**src/rtl/edo_seq_pkg.sv**
```systemverilog
`timescale 1ns/1ps
package edo_seq_pkg;

  typedef enum logic [2:0] {
    ST_IDLE,
    ST_ROW,
    ST_CASLO,
    ST_CASHI,
    ST_OPEN,
    ST_PRE
  } seqState_t;

  // strobes from control to datapath
  typedef struct packed {
    logic load;     // capture address and write value
    logic selCol;   // column on the address bus
    logic drvData;  // drive write value toward memory
    logic capture;  // latch read data
  } seqStrobe_t;

  function automatic int nsToCyc(input int ns, input int clkNs);
    int c;
    c = (ns + clkNs - 1) / clkNs;
    return (c < 1) ? 1 : c;
  endfunction

  function automatic int maxInt(input int a, input int b);
    return (a > b) ? a : b;
  endfunction

endpackage

```
**src/rtl/edo_seq_ctrl.sv**
```systemverilog
`timescale 1ns/1ps
module edo_seq_ctrl
  import edo_seq_pkg::*;
#(
  parameter int CLK_NS      = 20,
  parameter int RCD_MIN_NS  = 15,
  parameter int RAD_NS      = 12,
  parameter int RAS_MIN_NS  = 50,
  parameter int RAS_MAX_NS  = 10000,
  parameter int RP_NS       = 30,
  parameter int RC_NS       = 80,
  parameter int CAS_NS      = 8,
  parameter int CP_NS       = 8,
  parameter int PC_NS       = 25,
  parameter int AA_NS       = 25,
  parameter int RAC_NS      = 50,
  parameter int WCH_NS      = 10,
  parameter int DH_NS       = 8
) (
  input  logic       clk,
  input  logic       rstN,
  input  logic       reqValid,
  input  logic       reqWrite,
  input  logic       reqBurst,
  input  logic       rowHit,
  output logic       reqReady,
  output seqStrobe_t strobe,
  output logic       rasN,
  output logic       casN,
  output logic       weN,
  output logic       oeN
);

  localparam int ROW_CYC   = maxInt(nsToCyc(RCD_MIN_NS, CLK_NS), nsToCyc(RAD_NS, CLK_NS));
  localparam int CASLO_CYC = maxInt(nsToCyc(CAS_NS, CLK_NS),
                             maxInt(nsToCyc(WCH_NS, CLK_NS), nsToCyc(DH_NS, CLK_NS)));
  localparam int CASHI_CYC = maxInt(nsToCyc(CP_NS, CLK_NS),
                             maxInt(nsToCyc(PC_NS, CLK_NS) - CASLO_CYC,
                             maxInt(nsToCyc(AA_NS, CLK_NS) - CASLO_CYC,
                             maxInt(nsToCyc(RAC_NS, CLK_NS) - ROW_CYC - CASLO_CYC,
                                    nsToCyc(RAS_MIN_NS, CLK_NS) - ROW_CYC - CASLO_CYC))));
  localparam int PRE_CYC   = maxInt(nsToCyc(RP_NS, CLK_NS),
                                    nsToCyc(RC_NS, CLK_NS) - ROW_CYC - CASLO_CYC - CASHI_CYC);
  localparam int RAS_MAX_CYC = RAS_MAX_NS / CLK_NS;
  localparam int CLOSE_AT    = RAS_MAX_CYC - CASLO_CYC - CASHI_CYC - 2;
  localparam int CNT_W       = $clog2(RAS_MAX_CYC + 2);

  seqState_t        state, nxt;
  logic [CNT_W-1:0] cnt, cntVal, rasAge;
  logic             cntLoad, isWrite, keepOpen, closing, accept;

  function automatic logic rasLow(input seqState_t s);
    return (s == ST_ROW) || (s == ST_CASLO) || (s == ST_CASHI) || (s == ST_OPEN);
  endfunction

  assign closing  = (rasAge >= CNT_W'(CLOSE_AT));
  assign reqReady = (state == ST_IDLE) || (state == ST_OPEN && rowHit && !closing);
  assign accept   = reqValid && reqReady;

  always_comb begin
    nxt     = state;
    cntLoad = 1'b0;
    cntVal  = '0;
    unique case (state)
      ST_IDLE: if (accept) begin
        nxt = ST_ROW;   cntLoad = 1'b1; cntVal = CNT_W'(ROW_CYC - 1);
      end
      ST_ROW: if (cnt == '0) begin
        nxt = ST_CASLO; cntLoad = 1'b1; cntVal = CNT_W'(CASLO_CYC - 1);
      end
      ST_CASLO: if (cnt == '0) begin
        nxt = ST_CASHI; cntLoad = 1'b1; cntVal = CNT_W'(CASHI_CYC - 1);
      end
      ST_CASHI: if (cnt == '0) begin
        if (keepOpen) nxt = ST_OPEN;
        else begin nxt = ST_PRE; cntLoad = 1'b1; cntVal = CNT_W'(PRE_CYC - 1); end
      end
      ST_OPEN: begin
        if (accept) begin
          nxt = ST_CASLO; cntLoad = 1'b1; cntVal = CNT_W'(CASLO_CYC - 1);
        end else if (closing || reqValid) begin
          nxt = ST_PRE;   cntLoad = 1'b1; cntVal = CNT_W'(PRE_CYC - 1);
        end
      end
      ST_PRE: if (cnt == '0) nxt = ST_IDLE;
      default: nxt = ST_IDLE;
    endcase
  end

  always_ff @(posedge clk) begin
    if (!rstN) begin
      state    <= ST_IDLE;
      cnt      <= '0;
      isWrite  <= 1'b0;
      keepOpen <= 1'b0;
      rasAge   <= '0;
    end else begin
      state <= nxt;
      if (cntLoad)          cnt <= cntVal;
      else if (cnt != '0)   cnt <= cnt - 1'b1;
      if (accept) begin
        isWrite  <= reqWrite;
        keepOpen <= reqBurst;
      end
      if (!rasLow(nxt))       rasAge <= '0;
      else if (rasLow(state)) rasAge <= rasAge + 1'b1;
      else                    rasAge <= CNT_W'(1);
    end
  end

  assign rasN = !rasLow(state);
  assign casN = (state != ST_CASLO);
  assign weN  = !(isWrite && (state == ST_ROW || state == ST_CASLO));
  assign oeN  = !(!isWrite && (state == ST_CASLO || state == ST_CASHI));

  assign strobe.load    = accept;
  assign strobe.selCol  = (state == ST_CASLO) || (state == ST_CASHI) || (state == ST_OPEN);
  assign strobe.drvData = isWrite && (state == ST_ROW || state == ST_CASLO);
  assign strobe.capture = (state == ST_CASHI) && (cnt == '0) && !isWrite;

  AST_CAS_INSIDE_RAS: assert property (@(posedge clk) disable iff (!rstN) !casN |-> !rasN);
  AST_RAS_LIMIT: assert property (@(posedge clk) disable iff (!rstN)
    !rasN |-> (rasAge <= CNT_W'(RAS_MAX_CYC)));
  AST_WE_HELD: assert property (@(posedge clk) disable iff (!rstN)
    (!casN && !$past(casN)) |-> $stable(weN));
  AST_OE_NOT_IN_WRITE: assert property (@(posedge clk) disable iff (!rstN) !oeN |-> weN);
  AST_READY_CAS_HIGH: assert property (@(posedge clk) disable iff (!rstN) reqReady |-> casN);

endmodule

```
**src/rtl/edo_seq_dpath.sv**
```systemverilog
`timescale 1ns/1ps
module edo_seq_dpath
  import edo_seq_pkg::*;
#(
  parameter int ROW_W = 11,
  parameter int COL_W = 11,
  parameter int DQ_W  = 4
) (
  input  logic                     clk,
  input  logic                     rstN,
  input  seqStrobe_t               strobe,
  input  logic [ROW_W+COL_W-1:0]   reqAddr,
  input  logic [DQ_W-1:0]          reqWdata,
  output logic                     rowHit,
  output logic [((ROW_W > COL_W) ? ROW_W : COL_W)-1:0] dAddr,
  output logic [DQ_W-1:0]          dqOut,
  output logic                     dqOe,
  input  logic [DQ_W-1:0]          dqIn,
  output logic                     rdValid,
  output logic [DQ_W-1:0]          rdData
);

  localparam int BUS_W = (ROW_W > COL_W) ? ROW_W : COL_W;

  logic [ROW_W-1:0] rowReg;
  logic [COL_W-1:0] colReg;
  logic [DQ_W-1:0]  wdReg;

  always_ff @(posedge clk) begin
    if (!rstN) begin
      rowReg  <= '0;
      colReg  <= '0;
      wdReg   <= '0;
      rdValid <= 1'b0;
      rdData  <= '0;
    end else begin
      if (strobe.load) begin
        rowReg <= reqAddr[ROW_W+COL_W-1:COL_W];
        colReg <= reqAddr[COL_W-1:0];
        wdReg  <= reqWdata;
      end
      rdValid <= strobe.capture;
      if (strobe.capture) rdData <= dqIn;
    end
  end

  assign rowHit = (reqAddr[ROW_W+COL_W-1:COL_W] == rowReg);
  assign dAddr  = strobe.selCol ? BUS_W'(colReg) : BUS_W'(rowReg);
  assign dqOut  = wdReg;
  assign dqOe   = strobe.drvData;

  AST_RDVALID_PULSE: assert property (@(posedge clk) disable iff (!rstN) rdValid |=> !rdValid);

endmodule

```
**src/rtl/edo_seq_top.sv**
```systemverilog
`timescale 1ns/1ps
module edo_seq_top
  import edo_seq_pkg::*;
#(
  parameter int CLK_NS     = 20,
  parameter int RAS_MAX_NS = 10000
) (
  input  logic        clk,
  input  logic        rstN,
  input  logic        reqValid,
  output logic        reqReady,
  input  logic        reqWrite,
  input  logic        reqBurst,
  input  logic [21:0] reqAddr,
  input  logic [3:0]  reqWdata,
  output logic        rdValid,
  output logic [3:0]  rdData,
  output logic [10:0] dAddr,
  output logic        rasN,
  output logic        casN,
  output logic        weN,
  output logic        oeN,
  output logic [3:0]  dqOut,
  output logic        dqOe,
  input  logic [3:0]  dqIn
);

  seqStrobe_t strobe;
  logic       rowHit;

  edo_seq_ctrl #(.CLK_NS(CLK_NS), .RAS_MAX_NS(RAS_MAX_NS)) uCtrl (
    .clk(clk), .rstN(rstN), .reqValid(reqValid), .reqWrite(reqWrite),
    .reqBurst(reqBurst), .rowHit(rowHit), .reqReady(reqReady), .strobe(strobe),
    .rasN(rasN), .casN(casN), .weN(weN), .oeN(oeN)
  );

  edo_seq_dpath #(.ROW_W(11), .COL_W(11), .DQ_W(4)) uDpath (
    .clk(clk), .rstN(rstN), .strobe(strobe), .reqAddr(reqAddr), .reqWdata(reqWdata),
    .rowHit(rowHit), .dAddr(dAddr), .dqOut(dqOut), .dqOe(dqOe), .dqIn(dqIn),
    .rdValid(rdValid), .rdData(rdData)
  );

  AST_BUS_EXCL: assert property (@(posedge clk) disable iff (!rstN) dqOe |-> oeN);
  AST_RDVALID_EDO: assert property (@(posedge clk) disable iff (!rstN) rdValid |-> casN);

endmodule

```
**config.mk**
```make
export PLATFORM = sky130hd
export DESIGN_NAME = edo_seq_top
export DESIGN_NICKNAME = d
export VERILOG_FILES = /design/src/rtl/edo_seq_pkg.sv /design/src/rtl/edo_seq_ctrl.sv /design/src/rtl/edo_seq_dpath.sv /design/src/rtl/edo_seq_top.sv
export SDC_FILE = /design/constraint.sdc
export NUM_CORES = 1
export LEC_CHECK = 0
export ABC_AREA = 1
export BUFFER_PORTS_ARGS = -buffer_cell sky130_fd_sc_hd__clkbuf_2
export CAP_MARGIN = 0
export CORE_ASPECT_RATIO = 0.6
export CORE_MARGIN = 8
export CORE_UTILIZATION = 57
export CTS_CLUSTER_SIZE = 40
export DETAILED_ROUTE_END_ITERATION = 7
export PLACE_DENSITY = 0.86
export SLEW_MARGIN = 15
export SYNTH_ARGS = -nofsm -noshare
export SYNTH_HDL_FRONTEND = slang
export SYNTH_SLANG_ARGS = --single-unit
```
**constraint.sdc**
```tcl
create_clock -name clk -period 2.8 [get_ports clk]
set_input_delay 0.28 -clock clk [delete_from_list [all_inputs] [get_ports clk]]
set_output_delay 0.28 -clock clk [all_outputs]
set_load 0.05 [all_outputs]
```
# Word level (Yosys, flattened, before mapping)
# Index checks and enable logic that the tools add are counted.
# totals
regBits	54
latchBits	0
ram_bits	0
rom_bits	0
input_bits	35
wordCells	79
mem_count	0
# classes
n_addsub	2
mul	0
div	0
n_lt_le_gt_ge	1
eq_ne	11
shift	0
mux	25
bitwise_logic	0
reduce_logical	29
# ops
op	n
two-way mux 9 bit	4
two-way mux 3 bit	7
case mux 3 bit (6 select lines)	1
case mux 9 bit (2 select lines)	1
== test 3 x 2 -> 1 bit, second input constant	4
== test 11 bit	1
two-way mux 11 bit	1
logical OR 1 bit	10
two-way mux 1 bit	10
adder 9 x 1 -> 9 bit, second input constant	1
== test 3 bit, second input constant	3
greater-or-equal comparator 9 bit, second input constant	1
zero test 9 bit	1
nonzero test 9 bit	1
subtractor 9 x 1 -> 9 bit, second input constant	1
logical AND 1 bit	7
== test 3 x 1 -> 1 bit, second input constant	2
zero test 1 bit	5
case mux 1 bit (4 select lines)	1
zero test 3 bit	1
inequality test 3 x 2 -> 1 bit, second input constant	1
AND reduction 3 bit	1
AND reduction 2 bit	1
nonzero test 2 bit	1
OR reduction 2 bit	1

# Logic depth before layout (Yosys ltp)
# Gate-level depths: netlist of the first run.
# logic_depth
depth_word	12
mapped_depth	16
mapped_depth_nobuf	16

# Modules after synthesis
# Synthesis of the first run repeated with hierarchy kept, for this count alone.
# unflattened
hier_cells	370
area_unflattened_um2	2667.6
# modules_own_cells
module	instances	cells_each	area_per_inst_um2	seq_area_each_um2
edo_seq_dpath	1	194	1393.8	620.6
edo_seq_ctrl	1	176	1273.7	460.4

# Worst setup path after synthesis of the first run
# No wires, ideal clock.
# synth_timing
path_type	register to output
startpoint	reg uCtrl.state[1]
endpoint	out weN
t_arrival_ps	2157
setup_slack_ps	363
path_stages_with_launch	8
n_path_buf	0
path_cell_list	dfxtp_1 > inv_1 > nor3_2 > inv_1 > nand2_1 > inv_1 > nor2_1 > inv_1
# synth_between
elab_chain_len	4
# synth_rtl
item	line_no	rtl
start: declaration	edo_seq_ctrl.sv:48	seqState_t state, nxt;
start signal: assignment	edo_seq_ctrl.sv:98	state <= nxt;
== test 3 x 1 -> 1 bit or == test 3 x 2 -> 1 bit (tied branches)	--	
logical OR 1 bit *	--	
logical AND 1 bit *	--	
net dqOe	edo_seq_top.sv:24	output logic dqOe,
zero test 1 bit *	edo_seq_ctrl.sv:113	assign weN = !(isWrite && (state == ST_ROW || state == ST_CASLO));
end: declaration	edo_seq_top.sv:21	output logic weN,
# Mark *: on every way through the listed nets, which the timed path passes. The rest lies on a longest branch.

# Worst setup path after layout of the first run
# layout_timing
startpoint	reg uCtrl.state[1]
endpoint	out dAddr[6]
# layout_between
elab_chain_len	4
# layout_rtl
item	line_no	rtl
== test 3 x 2 -> 1 bit	edo_seq_ctrl.sv:117	assign strobe.selCol = (state == ST_CASLO) || (state == ST_CASHI) || (state == ST_OPEN);
logical OR 1 bit	edo_seq_ctrl.sv:117	
logical OR 1 bit *	edo_seq_ctrl.sv:117	
two-way mux 11 bit *	edo_seq_dpath.sv:48	assign dAddr = strobe.selCol ? BUS_W'(colReg) : BUS_W'(rowReg);
end: declaration	edo_seq_top.sv:18	output logic [10:0] dAddr,
# Every way passes the cells marked *; elsewhere a longest branch is shown, timed or not.

==> results of run 1 <==
cell usage after synthesis (all sizes together):
library cell and instances:
o21a 1, nor2 70, nand3 15, buf 1, clkbuf 9, nand4 1, o211ai 2, nor3 6
xnor2 2, a21oi 24, dfxtp 54, xor2 5, o21ai 44, o31ai 1, a211oi 1, nor3b 1
inv 54, or2 1, nand2 84, ha 3, o21bai 1, and2b 1, nand3b 1
power by group:
part / total, W / switching (W) / internal (W)
logic: 0.00162 / 0.00121 / 0.000415
registers: 0.00103 / 0.0000943 / 0.000931
clock network: 0.000411 / 0.000239 / 0.000172
final cells by class:
cell class	count	area (µm²)	share of cell area (%)
inverter	54	203	6.66
clock inverter	1	7.51	0.247
sequential	54	1080	35.5
tap	63	78.8	2.59
clock buffer	6	72.6	2.38
multi-input combinational	264	1290	42.5
timing repair buffer	61	308	10.1
critical path, stage by stage, from the launching register on:
cell,delay (ps)
dfxtp_1,410
inv_1,140
nor2_1,170
inv_1,80
nand2_1,470
nand2_1,90
o21ai_0,120
clkbuf_2,330
layer usage:
metal | wire length, µm | share of wire (%)
met5 | 0 | 0
met4 | 60 | 0.99
met3 | 512 | 8.5
met2 | 2640 | 44
met1 | 2850 | 47
cell usage in the layout, fill, tap and decap left out:
cell and instances:
a211oi_1 1, a21oi_1 23, a21oi_2 1, and2b_1 1
buf_4 1, clkbuf_1 1, clkbuf_2 60, clkbuf_8 5
clkinvlp_4 1, dfxtp_1 54, ha_1 3, inv_1 53
inv_2 1, nand2_1 76, nand2_2 6, nand2_4 2
nand3_1 13, nand3_2 2, nand3b_1 1, nand4_1 1
nor2_1 59, nor2_2 9, nor2_4 2, nor3_1 4
nor3_2 2, nor3b_1 1, o211ai_1 2, o21a_1 1
o21ai_0 44, o21bai_1 1, o31ai_1 1, or2_2 1
xnor2_1 2, xor2_1 5
kinds of logic (layout without fill, tap and decap cells):
kind of cell	count (synthesis)	after routing
compound gates	74	74
xor+xnor	7	7
fa+ha+maj	3	3
buf+inv	64	122
flops	54	54
simple gates	180	180
worst paths after layout:
kind              cells after the start  slack (ps)             from                to
hold / removal                        3         220       reqAddr[6]  uDpath.colReg[6]
setup / recovery                      7         400   uCtrl.state[1]          dAddr[6]
hold reg to reg                       2         470   uCtrl.keepOpen    uCtrl.keepOpen
setup reg to reg                     14         660  uCtrl.rasAge[5]   uCtrl.rasAge[6]
metrics by stage:
| step | worst slack [ps] | cells |
|---|---|---|
| global route | 87.1 | 503 |
| finish | 403 | 503 |
| global placement | 775 | 496 |
| detailed placement | 695 | 496 |
| floorplan | 363 | 382 |
| CTS | 410 | 503 |
state kept, by name (all words and copies together), names as in the netlist:
signal,cells
uCtrl.cnt,9
uCtrl.isWrite,1
uCtrl.keepOpen,1
uCtrl.rasAge,9
uCtrl.state,3
uDpath.colReg,11
uDpath.dqOut,4
uDpath.rdData,4
uDpath.rdValid,1
uDpath.rowReg,11
==> reports/results.txt, run 1 <==
clk_skew -> 6.43 ps
die height -> 68.5 µm
layout filler cell count -> 387
final setup violation count -> 0
Total GRT Usage -> 17.9%
Post-CTS Hold Buffers -> 0
Post-Synth Simple-Gate Area -> 30.8%
wire per inst -> 12.0 µm
Adder-Cell Fraction of Synth Area -> 1.43%
CTS Sinks -> 54
H-tree levels -> 2
Worst Setup Start Kind -> flip-flop
# resized after CTS -> 0
YS warnings -> 0
drt drc -> 0
HP Class -> input port to flip-flop
number of post-CTS setup repair buffers -> 0
post-synthesis register bit count -> 54
PD cells -> 1010 mW/mm²
GP Congestion -> 0.937
unrepaired setup endpoints after global routing -> no
vias post-DR -> 2521
Layout area overhead -> 16.4%
met1 global-route usage -> 23.5%
leading area contributor after synthesis -> dfxtp_1
port bufs -> 60
dpl cell area -> 0.00296 mm²
antenna violations before repair -> 0
DR vias/cell -> 5.01
initial core utilization -> 58.2%
Starting DRT DRC Count -> 198
total CTS buffers -> 5
Synth Area in Compound Gates -> 14.9%
GRT met2 Usage -> 27.7%
row cnt -> 19
CP endpoint kind -> output port
vias in the first global route -> 2329
first-pass GRT wire length -> 10100 µm
core area -> 0.00449 mm²
routed wire length -> 6060 µm
GRT overflow -> 0
Pwr Total -> 0.00306 W
XOR/XNOR Fraction of Synth Area -> 2.34%
clk_lat worst skew -> 300 ps
Static Leak -> 1.45 nW
CP required -> 2520 ps
Setup TNS -> 0 ps
busiest layer in global routing -> met2
worst hold slack -> 219 ps
FMAX -> 417 MHz
Critical Path AT -> 2120 ps
final core occ -> 67.8%
share of post-route cells with drive strength above 1 -> 21.1%
sequential area share after synthesis -> 41.3%
CTS clk-pin slew, worst paths -> 90 ps
post-synthesis mux area share -> 0%
Worst Tran Pin Value -> 620 ps
Final Max Tran Viols -> 0
Cell variety after synth -> 31
Boundary Pins -> 61
post-route cell area -> 0.00304 mm²
Slew headroom -> 58.6%
ranking of synthesized cells by area -> dfxtp_1 (41%), nand2_1 (11%), nor2_1 (8.5%), o21ai_0 (8.4%), inv_1 (7.6%)
Synth Net Count -> 420
Mean Syn Cell Area -> 6.85 µm²
final net count -> 478
largest net degree at the start of global routing -> 46
Crit Path Max Fanout -> 22
Cell Area, Synth -> 0.00262 mm²
Mapped Cells -> 382
fin crit period -> 2400 ps
DIE AREA -> 0.00709 mm²
first-pass detailed-route iteration total -> 4
clock root buffer -> clkbuf_8
Diodes inserted -> 0
period utilization -> 85.6%
dpl hpwl -> 4640 µm
largest family of logic cells by synthesized area -> simple AND/OR/NAND/NOR gates
CTS tree -> yes
max_cap viols -> 0
antenna viol nets, final -> 0
CP Class -> flip-flop to output port
Die X -> 103 µm
outcome -> complete, no violations
VDD IR max -> 0.000646 V
Hold Vio Cnt, Final -> 0
Synth top area share -> 41.3%
CTS max path bufs -> 2
grt met3 use -> 5.48%
(Power assumes the default switching activity.)
==> run 2, diff against run 1 <==
Settings changed: ABC_AREA 1 to default, CORE_MARGIN 8 to 2, CORE_UTILIZATION 57 to 58, PLACE_DENSITY 0.86 to 0.87.
==> run 2 against run 1 <==
Against the previous run: via count shrank 2.7%; sequential power is essentially flat; cell count shrank 15%; wire length grew 2.5%; hold slack lost 37 ps; synthesized area grew 3.3%; synthesized cell count shrank 19%.
==> reports/results.txt, run 2 <==
number of post-CTS setup repair buffers -> 0 (unchanged)
Crit-path slowest cell -> or3b_1
clk_skew -> 10.1 ps (+3.68 ps)
Static Leak -> 1.28 nW (-12%)
reg2reg setup slack -> 210 ps (-450 ps)
core area -> 0.00452 mm² (+0.53%)
Final Max Tran Viols -> 0 (unchanged)
post-synthesis register bit count -> 54 (unchanged)
drt drc -> 0 (unchanged)
Crit Path Max Fanout -> 13 (-41%)
max_cap viols -> 0 (unchanged)
Main synth FF type -> dfxtp_1
final setup margin -> 132 ps (-272 ps)
GRT overflow -> 0 (unchanged)
Sw Ratio -> 45.6% (-4.8 points)
initial core utilization -> 59.8% (+1.6 points)
CP endpoint kind -> output port
final net count -> 403 (-16%)
Layout area overhead -> 16.9%
HP Class -> input port to flip-flop
first-pass GRT wire length -> 10200 µm (+1.5%)
Post-CTS Hold Buffers -> 0 (unchanged)
VDD IR max -> 0.000688 V (+6.6%)
sequential area share after synthesis -> 40.0% (-1.3 points)
Diodes inserted -> 0 (unchanged)
Total GRT Usage -> 24.7% (+6.8 points)
met1 wire length -> 2880 µm (+1.1%)
Starting DRT DRC Count -> 104 (-47%)
post-route cell area -> 0.00316 mm² (+3.8%)
CP required -> 2520 ps (about the same)
leading area contributor after synthesis -> dfxtp_1
CP Class -> flip-flop to output port
top-count cell post-synth -> dfxtp_1
outcome -> complete, no violations
antenna violations before repair -> 0 (unchanged)
ranking of synthesized cells by area -> dfxtp_1 (40%), a21oi_1 (6.5%), nand3_1 (6.3%), o21ai_1 (5.2%), xnor2_1 (4.9%)
vias in the first global route -> 2267 (-2.7%)
Post-Place Setup Slack -> 253 ps (-442 ps)
Met3 Wirelength -> 412 µm (-20%)
EDFF count, synth -> 0 (unchanged)
commonest non-fill, non-tap cell in the layout -> clkbuf_2
hold depth -> 3 (unchanged)
R2R Path End -> uCtrl.rasAge[7]
routed wire length -> 6210 µm (+2.5%)
Max stage delay on crit path -> 500 ps (+30 ps)
first-pass detailed-route iteration total -> 5 (+1)
Synth top cells by count -> dfxtp_1 (54), a21oi_1 (35), nand3_1 (34), o21ai_1 (28), nor2_1 (18)
Die X -> 92.1 µm (-11%)
Comb pwr share -> 51.4% (-1.7 points)
CTS clk-pin slew, worst paths -> 100 ps (about the same)
WHS Endpoint -> uDpath.colReg[7]
Mean Syn Cell Area -> 8.75 µm² (+28%)
Flop pwr share -> 31.9% (-1.6 points)
share of post-route cells with drive strength above 1 -> 25.4% (+4.3 points)
dpl cell area -> 0.00305 mm² (+2.9%)
Int Pwr -> 0.00170 W (+12%)
vias post-DR -> 2454 (-2.7%)
FMAX -> 375 MHz (-10%)
CTS tree -> yes
clock root buffer -> clkbuf_8
GP Congestion -> 0.887 (-5.3%)
Hold Vio Cnt, Final -> 0 (unchanged)
Boundary Pins -> 61 (unchanged)
worst-case reg-to-reg path depth -> 9 (-5)
worst hold start -> reqAddr[7]
CP delay by family, top -> simple AND/OR/NAND/NOR gates
met2 routed WL -> 2780 µm (+5.6%)
Synth Net Count -> 347 (-17%)
port bufs -> 60 (unchanged)
Mapped Cells -> 309 (-19%)
YS warnings -> 0 (unchanged)
Worst Setup Start Kind -> flip-flop
Cell variety after synth -> 51 (+65%)
clk_lat worst skew -> 320 ps (+20 ps)
layout filler cell count -> 375 (-3.1%)
antenna viol nets, final -> 0 (unchanged)
highest routed metal layer -> met4
DR vias/cell -> 5.72 (+14%)
die height -> 56.9 µm (-17%)
fin crit period -> 2670 ps (+272 ps)
Slew headroom -> 44.5% (-14 points)
final setup violation count -> 0 (unchanged)
Bufs and invs on worst path -> 2 (-1)
Synth top area share -> 40.0% (-1.3 points)
Critical Path AT -> 2390 ps (+270 ps)
Async SR Flop Fraction -> 0% (unchanged)
wire per inst -> 14.5 µm (+20%)
period utilization -> 95.3% (+9.7 points)
largest net degree at the start of global routing -> 38 (-17%)
Worst Tran Pin Value -> 831 ps (+211 ps)
row cnt -> 19 (unchanged)
# resized after CTS -> 0 (unchanged)
dpl hpwl -> 4410 µm (-5.0%)
PD cells -> 988 mW/mm² (-1.7%)
unrepaired setup endpoints after global routing -> no
Regs by FF count -> uDpath.colReg x11, uDpath.rowReg x11
critical path cell sequence -> or3b_1 -> a211o_1 -> nand3b_1 -> o21ba_2 -> inv_2 -> clkbuf_2
DIE AREA -> 0.00524 mm² (-26%)
Cell Area, Synth -> 0.00270 mm² (+3.3%)
CTS max path bufs -> 2 (unchanged)
most frequent cells in the layout -> clkbuf_2 (60), dfxtp_1 (54), a21oi_1 (35)
Clock Power Share -> 16.7% (+3.3 points)
H-tree levels -> 2 (unchanged)
total CTS buffers -> 5 (unchanged)
Setup TNS -> 0 ps (unchanged)
CTS Sinks -> 54 (unchanged)
Critical R2R Launch -> uCtrl.cnt[0]
sw power -> 0.00143 W (-7.6%)
-- run 2: cell count changes in the layout (fill, tap and decap cells not counted), moves of 21 or more --
cell / delta
inv_1: -45
nand3_1: +21
nor2_1: -41
o21ai_0: -42
o21ai_1: +28
nand2_1: -64
-- run 2: worst max-delay path by stage --
stage,start,to,depth (start not counted)
2_1_floorplan,uCtrl.cnt[0],uCtrl.rasAge[2],10
3_3_place_gp,uCtrl.cnt[0],uCtrl.rasAge[8],9
6_report,uCtrl.state[1],reqReady,6
5_1_grt,uCtrl.state[1],reqReady,6
4_1_cts,uCtrl.state[1],reqReady,6
3_5_place_dp,uCtrl.cnt[0],uCtrl.rasAge[7],9
-- run 2: tightest hold or removal path: cells and delay by family --
family | cells | cell delay [ps]
compound gates | 1 | 50
buf+inv | 1 | 80
simple gates | 1 | 50
-- run 2: cells by family (layout without fill, tap and decap cells) --
logic type               count (synthesis)  after routing  synth area share (%)
AND/OR/NAND/NOR                        106            106                  22.4
AO/OA/AOI/OAI                           76             76                  15.6
flip-flops                              54             54                  40.0
buffers and inverters                   30             87                  5.05
XOR/XNOR                                22             22                  7.82
multiplexers                            18             18                  7.69
adder cells (fa/ha/maj)                  3              3                  1.39
-- run 2: power groups by stage --
stage	combinational (W)	clock [W]	sequential, W
floorplan	0.00126	0	0.00101
global placement	0.00155	0	0.00101
detailed placement	0.00158	0	0.00101
CTS	0.00160	0.000527	0.000995
global route	0.00174	0.000562	0.00101
finish	0.00161	0.000521	0.000997
-- run 2: area by class of cell --
class / count / area [µm²] / share of cell area [%]
multi-input combinational: 225 / 1490 / 47.0
sequential: 54 / 1080 / 34.2
timing repair buffer: 69 / 368 / 11.6
tap: 63 / 78.8 / 2.50
clock buffer: 5 / 68.8 / 2.18
clock inverter: 3 / 40.0 / 1.27
inverter: 10 / 37.5 / 1.19
-- run 2: metal layers --
| layer | GRT usage, % | up-vias |
|---|---|---|
| met1 | 32.5 | 1146 |
| met4 | 9.38 | 0 |
| met5 | 0 | - |
| met2 | 38.6 | 92 |
| met3 | 7.38 | 16 |
| li1 | - | 1200 |
-- run 2: per-stage QoR --
step	util (%)	std cells	hold slack (ps)	total power (W)
floorplan	-	309	402	0.00226
global placement	67.5	421	461	0.00256
detailed placement	67.5	421	467	0.00260
CTS	69.9	429	178	0.00312
global route	69.9	429	177	0.00331
finish	69.9	429	182	0.00312
